<file path="config.mk">
export PLATFORM = sky130hd
export DESIGN_NAME = int_alu_core
export DESIGN_NICKNAME = d
export VERILOG_FILES = /design/src/rtl/int_alu_pkg.sv /design/src/rtl/int_alu_decode.sv /design/src/rtl/int_alu_adder.sv /design/src/rtl/int_alu_select.sv /design/src/rtl/int_alu_core.sv
export SDC_FILE = /design/constraint.sdc
export NUM_CORES = 1
export LEC_CHECK = 0
export BUFFER_PORTS_ARGS = -buffer_cell sky130_fd_sc_hd__clkbuf_2
export CAP_MARGIN = 10
export CORE_ASPECT_RATIO = 1.75
export CORE_MARGIN = 2
export CORE_UTILIZATION = 51
export DETAILED_ROUTE_END_ITERATION = 10
export PLACE_DENSITY_LB_ADDON = 0.1
export SLEW_MARGIN = 5
export SYNTH_ARGS = -nofsm -noshare
export SYNTH_HDL_FRONTEND = slang
export SYNTH_SLANG_ARGS = --single-unit
</file>
<file path="constraint.sdc">
create_clock -name vclk -period 40
set_input_delay 8 -clock vclk [all_inputs]
set_output_delay 8 -clock vclk [all_outputs]
set_load 0.005 [all_outputs]
</file>
<file path="src/rtl/int_alu_pkg.sv">
`timescale 1ns/1ps
package int_alu_pkg;

   typedef enum logic [2:0] {
      OPC_AND  = 3'b000,
      OPC_OR   = 3'b001,
      OPC_ADD  = 3'b010,
      OPC_SUB  = 3'b110,
      OPC_SLT  = 3'b111
   } alu_opc_e;

   typedef enum logic [1:0] {
      SRC_AND  = 2'b00,
      SRC_OR   = 2'b01,
      SRC_SUM  = 2'b10,
      SRC_LESS = 2'b11
   } alu_src_e;

   typedef struct packed {
      logic     negate_b;
      alu_src_e src;
      logic     legal;
      logic     arith;
   } alu_ctrl_t;

   localparam int ADDER_RIPPLE    = 0;
   localparam int ADDER_LOOKAHEAD = 1;

endpackage

</file>
<file path="src/rtl/int_alu_decode.sv">
`timescale 1ns/1ps
module int_alu_decode
   import int_alu_pkg::*;
(
   input  logic [2:0] op_code,
   output alu_ctrl_t  ctrl
);

   always_comb begin
      ctrl.negate_b = op_code[2];
      ctrl.src      = alu_src_e'(op_code[1:0]);
      ctrl.legal    = 1'b0;
      ctrl.arith    = 1'b0;
      case (op_code)
         OPC_AND, OPC_OR, OPC_SLT: ctrl.legal = 1'b1;
         OPC_ADD, OPC_SUB: begin
            ctrl.legal = 1'b1;
            ctrl.arith = 1'b1;
         end
         default: ctrl.legal = 1'b0;
      endcase
   end

endmodule

</file>
<file path="src/rtl/int_alu_adder.sv">
`timescale 1ns/1ps
module int_alu_adder #(
   parameter int WIDTH      = 32,
   parameter int ADDER_KIND = 0,
   parameter int GROUP      = 4
) (
   input  logic [WIDTH-1:0] x,
   input  logic [WIDTH-1:0] y,
   input  logic             cin,
   output logic [WIDTH-1:0] sum,
   output logic             carry_top_in,
   output logic             cout
);

   localparam int NGROUPS = WIDTH / GROUP;

   logic [WIDTH-1:0] gen_b, prp_b, hlf_b;

   assign gen_b = x & y;
   assign prp_b = x | y;
   assign hlf_b = x ^ y;

   generate
      if (ADDER_KIND == 0) begin : g_ripple
         always_comb begin
            logic c;
            c            = cin;
            sum          = '0;
            carry_top_in = 1'b0;
            for (int i = 0; i < WIDTH; i++) begin
               sum[i] = hlf_b[i] ^ c;
               if (i == WIDTH - 1) carry_top_in = c;
               c = gen_b[i] | (prp_b[i] & c);
            end
            cout = c;
         end
      end else begin : g_lookahead
         always_comb begin
            logic c_grp, c_loc, grp_g, grp_p;
            int   idx;
            c_grp        = cin;
            sum          = '0;
            carry_top_in = 1'b0;
            for (int g = 0; g < NGROUPS; g++) begin
               grp_g = 1'b0;
               grp_p = 1'b1;
               c_loc = c_grp;
               for (int k = 0; k < GROUP; k++) begin
                  idx      = g * GROUP + k;
                  sum[idx] = hlf_b[idx] ^ c_loc;
                  if (idx == WIDTH - 1) carry_top_in = c_loc;
                  c_loc    = gen_b[idx] | (prp_b[idx] & c_loc);
                  grp_g    = gen_b[idx] | (prp_b[idx] & grp_g);
                  grp_p    = grp_p & prp_b[idx];
               end
               c_grp = grp_g | (grp_p & c_grp);
            end
            cout = c_grp;
         end
      end
   endgenerate

   always_comb begin
      if (ADDER_KIND == 0 && !cin && (x & y) == '0)
         assert_ripple_no_carry_R2: assert (!cout);
   end

endmodule

</file>
<file path="src/rtl/int_alu_select.sv">
`timescale 1ns/1ps
module int_alu_select
   import int_alu_pkg::*;
#(
   parameter int WIDTH = 32
) (
   input  alu_ctrl_t        ctrl,
   input  logic [WIDTH-1:0] a,
   input  logic [WIDTH-1:0] b,
   input  logic [WIDTH-1:0] sum,
   input  logic             less_in,
   output logic [WIDTH-1:0] res
);

   generate
      for (genvar gi = 0; gi < WIDTH; gi++) begin : g_slice
         logic less_here;
         if (gi == 0) begin : g_lsb
            assign less_here = less_in;
         end else begin : g_upper
            assign less_here = 1'b0;
         end
         assign res[gi] = ctrl.legal & (
              (ctrl.src == SRC_AND)  ? (a[gi] & b[gi]) :
              (ctrl.src == SRC_OR)   ? (a[gi] | b[gi]) :
              (ctrl.src == SRC_SUM)  ? sum[gi]         : less_here);
      end
   endgenerate

endmodule

</file>
<file path="src/rtl/int_alu_core.sv">
`timescale 1ns/1ps
module int_alu_core
   import int_alu_pkg::*;
#(
   parameter int WIDTH      = 32,
   parameter int ADDER_KIND = ADDER_RIPPLE,
   parameter int GROUP      = 4
) (
   input  logic [2:0]       op_code,
   input  logic [WIDTH-1:0] opnd_a,
   input  logic [WIDTH-1:0] opnd_b,
   output logic [WIDTH-1:0] result,
   output logic             zero,
   output logic             overflow,
   output logic             carry_out
);

   localparam int MSB = WIDTH - 1;

   generate
      if (WIDTH < 2) begin : g_bad_width
         $error("int_alu_core: WIDTH must be at least 2");
      end
      if (ADDER_KIND != ADDER_RIPPLE && ADDER_KIND != ADDER_LOOKAHEAD) begin : g_bad_kind
         $error("int_alu_core: unknown ADDER_KIND");
      end
      if (ADDER_KIND == ADDER_LOOKAHEAD && (GROUP < 1 || WIDTH % GROUP != 0)) begin : g_bad_group
         $error("int_alu_core: GROUP must divide WIDTH");
      end
   endgenerate

   alu_ctrl_t        ctrl;
   logic [WIDTH-1:0] b_eff, sum;
   logic             c_top_in, c_out, add_ovf, less_bit;

   int_alu_decode u_dec (
      .op_code (op_code),
      .ctrl    (ctrl)
   );

   assign b_eff = ctrl.negate_b ? ~opnd_b : opnd_b;

   int_alu_adder #(
      .WIDTH      (WIDTH),
      .ADDER_KIND (ADDER_KIND),
      .GROUP      (GROUP)
   ) u_add (
      .x            (opnd_a),
      .y            (b_eff),
      .cin          (ctrl.negate_b),
      .sum          (sum),
      .carry_top_in (c_top_in),
      .cout         (c_out)
   );

   // signed overflow: carry into the sign bit differs from carry out of it
   assign add_ovf  = c_top_in ^ c_out;
   assign less_bit = sum[MSB] ^ add_ovf;

   int_alu_select #(.WIDTH(WIDTH)) u_sel (
      .ctrl    (ctrl),
      .a       (opnd_a),
      .b       (opnd_b),
      .sum     (sum),
      .less_in (less_bit),
      .res     (result)
   );

   assign zero      = ~|result;
   assign overflow  = ctrl.arith & add_ovf;
   assign carry_out = ctrl.arith & c_out;

   always_comb begin
      if (op_code == OPC_SLT)
         assert_slt_signed_R4: assert (result == {{(WIDTH-1){1'b0}}, ($signed(opnd_a) < $signed(opnd_b))});
      if (op_code == OPC_SUB && opnd_a == opnd_b)
         assert_equal_gives_zero_R5: assert (zero);
      if (op_code != OPC_ADD && op_code != OPC_SUB)
         assert_flags_quiet_R6: assert (!overflow && !carry_out);
      if (op_code == 3'b011 || op_code == 3'b100 || op_code == 3'b101)
         assert_unused_clear_R8: assert (result == '0);
      if ((op_code == OPC_ADD && opnd_a[MSB] != opnd_b[MSB]) ||
          (op_code == OPC_SUB && opnd_a[MSB] == opnd_b[MSB]))
         assert_no_overflow_R9: assert (!overflow);
   end

endmodule

</file>
# Yosys cells after proc, flatten, opt, wreduce, memory -nomap -nowiden
# Cells that the tools add are included.
totals:
  reg_bits: 0
  wordCells: 311
  output_inout_bits: 35
  inputBits: 67
op_classes:
  muxes: 99
  n_bitwise: 200
  n_reduce_logical: 6
  eq_ne: 6
ops:
  columns: ["operator", "n"]
  rows:
  - ["AND 1 bit", 98]
  - ["2-to-1 mux 1 bit", 98]
  - ["OR 1 bit", 64]
  - ["bitwise XOR 1 bit", 34]
  - ["AND 32 bit", 1]
  - ["2-to-1 mux 32 bit", 1]
  - ["NOT 32 bit", 1]
  - ["OR 32 bit", 1]
  - ["OR reduction 32 bit", 1]
  - ["bitwise XOR 32 bit", 1]
  - ["equality test 3 bit, second input constant", 2]
  - ["OR reduction 5 bit", 1]
  - ["equality test 3 x 1 -> 1 bit, second input constant", 1]
  - ["equality test 3 x 2 -> 1 bit, second input constant", 1]
  - ["logical NOT 3 bit", 1]
  - ["equality test 2 x 1 -> 1 bit, second input constant", 1]
  - ["equality test 2 bit, second input constant", 1]
  - ["logical NOT 2 bit", 1]
  - ["OR reduction 2 bit", 1]
  - ["logical NOT 1 bit", 1]

# Depth between registers and ports, before layout
depth:
  depth_word: 75
  mapped_depth: 41

# Modules after synthesis
# Synthesis repeated with hierarchy kept, for this count alone.
unflattened:
  hier_cells: 188
  area_unflattened_um2: 1990.7
modules_own_cells:
  columns: ["mod", "n_inst", "cells_per_inst", "area_per_inst_um2"]
  rows:
  - ["int_alu_select", 1, 83, 792.0]
  - ["int_alu_adder", 1, 48, 700.7]
  - ["int_alu_core", 1, 51, 454.2]
  - ["int_alu_decode", 1, 6, 43.8]

# Worst setup path before layout
# OpenSTA, ideal clock, no wires.
synth_path:
  kind: "input to output"
  start: "input op_code[2]"
  end: "output zero"
  required_time_ns: 32.000
  path_slack_ns: 11.181
  cell_stages: 41
  t_arrival_ns: 20.819
  path_cell_list: "buf_2 -> buf_1 -> xnor2_1 -> fa_1 -> fa_1 -> fa_1 -> inv_1 -> fa_1 -> fa_1 -> fa_1 -> fa_1 -> fa_1 -> fa_1 -> fa_1 -> fa_1 -> fa_1 -> fa_1 -> fa_1 -> [... 5 more ...] -> fa_1 -> fa_1 -> fa_1 -> fa_1 -> fa_1 -> fa_1 -> fa_1 -> fa_1 -> fa_1 -> inv_1 -> fa_1 -> fa_1 -> inv_1 -> fa_1 -> a22oi_1 -> nand4_1 -> or4_1 -> nor4_2"
synth_between:
  elab_chain_cells: 74
  word_cells_on_any_way: 239
  cone_classes: "eq/ne (4); mux (98); bitwise (133); reduce/logical (4)"
synth_rtl:
  columns: ["element", "line", "text"]
  rows:
  - ["start: declaration", "int_alu_core.sv:9", "input logic [2:0] op_code,"]
  - ["2-to-1 mux 32 bit", "int_alu_core.sv:41", "assign b_eff = ctrl.negate_b ? ~opnd_b : opnd_b;"]
  - ["OR 32 bit", "int_alu_adder.sv:20", "assign prp_b = x | y;"]
  - ["AND 1 bit", "int_alu_adder.sv:33", "c = gen_b[i] | (prp_b[i] & c);"]
  - ["OR 1 bit", "int_alu_adder.sv:33", null]
  - ["AND 1 bit", "int_alu_adder.sv:33", null]
  - ["OR 1 bit", "int_alu_adder.sv:33", null]
  - ["AND 1 bit", "int_alu_adder.sv:33", null]
  - ["OR 1 bit", "int_alu_adder.sv:33", null]
  - ["[... 58 more ...]", null, null]
  - ["bitwise XOR 1 bit", "int_alu_core.sv:57", "assign add_ovf = c_top_in ^ c_out;"]
  - ["bitwise XOR 1 bit", "int_alu_core.sv:58", "assign less_bit = sum[MSB] ^ add_ovf;"]
  - ["2-to-1 mux 1 bit", "int_alu_select.sv:26", "(ctrl.src == SRC_SUM) ? sum[gi] : less_here);"]
  - ["2-to-1 mux 1 bit", "int_alu_select.sv:25", "(ctrl.src == SRC_OR) ? (a[gi] | b[gi]) :"]
  - ["2-to-1 mux 1 bit", "int_alu_select.sv:24", "(ctrl.src == SRC_AND) ? (a[gi] & b[gi]) :"]
  - ["AND 1 bit", "int_alu_select.sv:23", "assign res[gi] = ctrl.legal & ("]
  - ["OR reduction 32 bit *", "int_alu_core.sv:69", "assign zero = ~|result;"]
  - ["logical NOT 1 bit *", "int_alu_core.sv:69", null]
  - ["end: declaration", "int_alu_core.sv:13", "output logic zero,"]
# Every way passes the cells marked *; elsewhere a longest branch is shown, timed or not.

# Worst setup path in the final report
# Same ends and word-level chain as after synthesis.

==> metrics.cfg <==
[finish]
syn_to_final_growth_pct=29.51
layout-drive-gt1-share=0.4007
num-nets-final=373
regArea_um2=0
n_antenna_cell=0
seq_cell_count=0
num-clock-buffers=0
fill_cells=319

[cts]
cts_resized=0
hold_buffers=0
cts_setup_buffers=0

[logic_synthesis]
synth_commonest_cells=fa_1 (32), maj3_1 (31), a22o_1 (25), xor2_1 (25), inv_1 (13)
synth.most_common_cell=fa_1
synth_top_area_share=0.3598
syn_inst=182
synth-simple-area-share=0.07238
synthAdderAreaFrac=0.5404
synth.avg_cell_area_um2=9.783
synth_top_family_by_area=adder cells
synth_compound_area_frac=0.1532
yosysWarnings=0
synth.area.mux_share=0.005622
synth_cell_types=27
synth_seq_area_share=0
synth_fp_nets=281
netlist_area_um2=1780
synthTopCellsByArea=fa_1 (36%), maj3_1 (17%), a22o_1 (12%)
synthXorXnorAreaFrac=0.1623
synth_largest_area_cell=fa_1

[grt]
antenna_found_initial=0
top_usage_layer=met2
grt_pass1_vias=1733
gr-total-overflow=0
grt_util_met1=0.2885
met3_usage=0.02338
track_usage=0.2303
grt_max_degree=37
grt_first_pass_wirelength_mm=7.514
globalRouteMet2Util=0.4370

[worst_setup_path]
cpMostUsedCell=fa_1
criticalPathCategory=in2out
startpoint_type=input port
critical_path_depth=42
worstPathArrival_ps=21670
cp_slowest_cell=or4_1
crit_fanout=34
path_buf_inv=6
max_stage_delay_ps=520
path_delay_family=adder cells
crit_required_ps=32000
cp-end-kind=output port

[pwr]
sw_frac_of_total=0.5040
cell_internal_pwr_mw=0.01847
p_total_mw=0.03724
irDropWorstVdd_v=0.00001086
combPwrFrac=1.000
clkPwrFrac=0
p_sw_mw=0.01877
power.density_nw_per_um2=16.15
p_leak_nw=1.109
seq_power_share=0

[job]
maxCapViolCount=0

[drt]
drc=0
drt-vias-per-instance=5.404
firstDrtPassIters=4
drt_iter0_markers=24
totalWireLength_mm=4.455
via_count=1713
antenna_left=0
wl_per_cell_um=14.05

[placement]
gp_congestion=0.8230
portBuffers=102
dp_hpwl_mm=3.745

[floorplan]
boundaryPins=102
fp-row-count=28
core_region_area_um2=3363
die_h_um=82.16
fp.dieW_um=48.67
die-area_um2=3998
start_util=0.5294

[timing]
tns_ps=0
setup_violations=0
holdWs_ps=16390
max_freq_ghz=0.03370
slew_headroom=0.4645
fin_crit_sh=0.7417
rsz0062_at_grt=no
period_minus_slack_ps=29670
slew_violations=0
worst_pin_slew_ps=802.4
finalHoldViolCount=0

[hold_path]
hold_class=in2out
hold_depth=3

[outcome]
status=completed

==> logic make-up (layout without fill, tap and decap cells) <==
kind of cell / Yosys count / count (layout)
buf+inv: 28 / 118
compound gates: 33 / 33
mux: 1 / 1
simple gates: 23 / 23
xor+xnor: 33 / 33
fa+ha+maj: 64 / 64
==> final cells by class <==
type,count,area (um2),area share
inverter,13,48.80,0.02116
multi-input combinational,154,1668,0.7233
tap,45,56.30,0.02442
timing repair buffer,105,533.0,0.2311
==> metal layers <==
| layer | up-vias | part of all wire |
|---|---|---|
| li1 | 817 | - |
| met1 | 816 | 0.37 |
| met2 | 74 | 0.56 |
| met3 | 6 | 0.064 |
| met4 | 0 | 0.015 |
| met5 | - | 0 |
==> power groups by stage <==
stage	Combinational (mW)	Clock [mW]	Sequential [mW]
after global placement	0.0365	0	0
after floorplan	0.0236	0	0
after global routing	0.0427	0	0
after CTS	0.0377	0	0
final	0.0372	0	0
after detailed placement	0.0377	0	0
==> metrics by stage <==
stage | setup slack, ps | instances | area, um2 | util
global placement | 10550 | 317 | 2306 | 0.6856
detailed placement | 10370 | 317 | 2306 | 0.6856
finish | 10330 | 317 | 2306 | 0.6856
CTS | 10330 | 317 | 2306 | 0.6856
global route | 9745 | 317 | 2306 | 0.6856
floorplan | 11180 | 182 | 1780 | -
==> worst paths after layout <==
kind,from,to,slack [ps]
setup / recovery,op_code[2],zero,10330
hold / removal,op_code[1],result[0],16390
==> layout by cell type, fill, tap and decap left out, drive strengths merged <==
master and instances:
nor4 6, mux2i 1, xor2 25, maj3 32
a2bb2oi 2, fa 32, inv 13, o22ai 1
nand2 5, or3b 1, clkbuf 102, or4 1
nor3 1, nand3 1, nand4 1, a22o 25
xnor2 8, nor2b 1, o21ai 3, buf 3
nand2b 2, nor2 4, a22oi 2
Power figures use the tool's default switching activity.
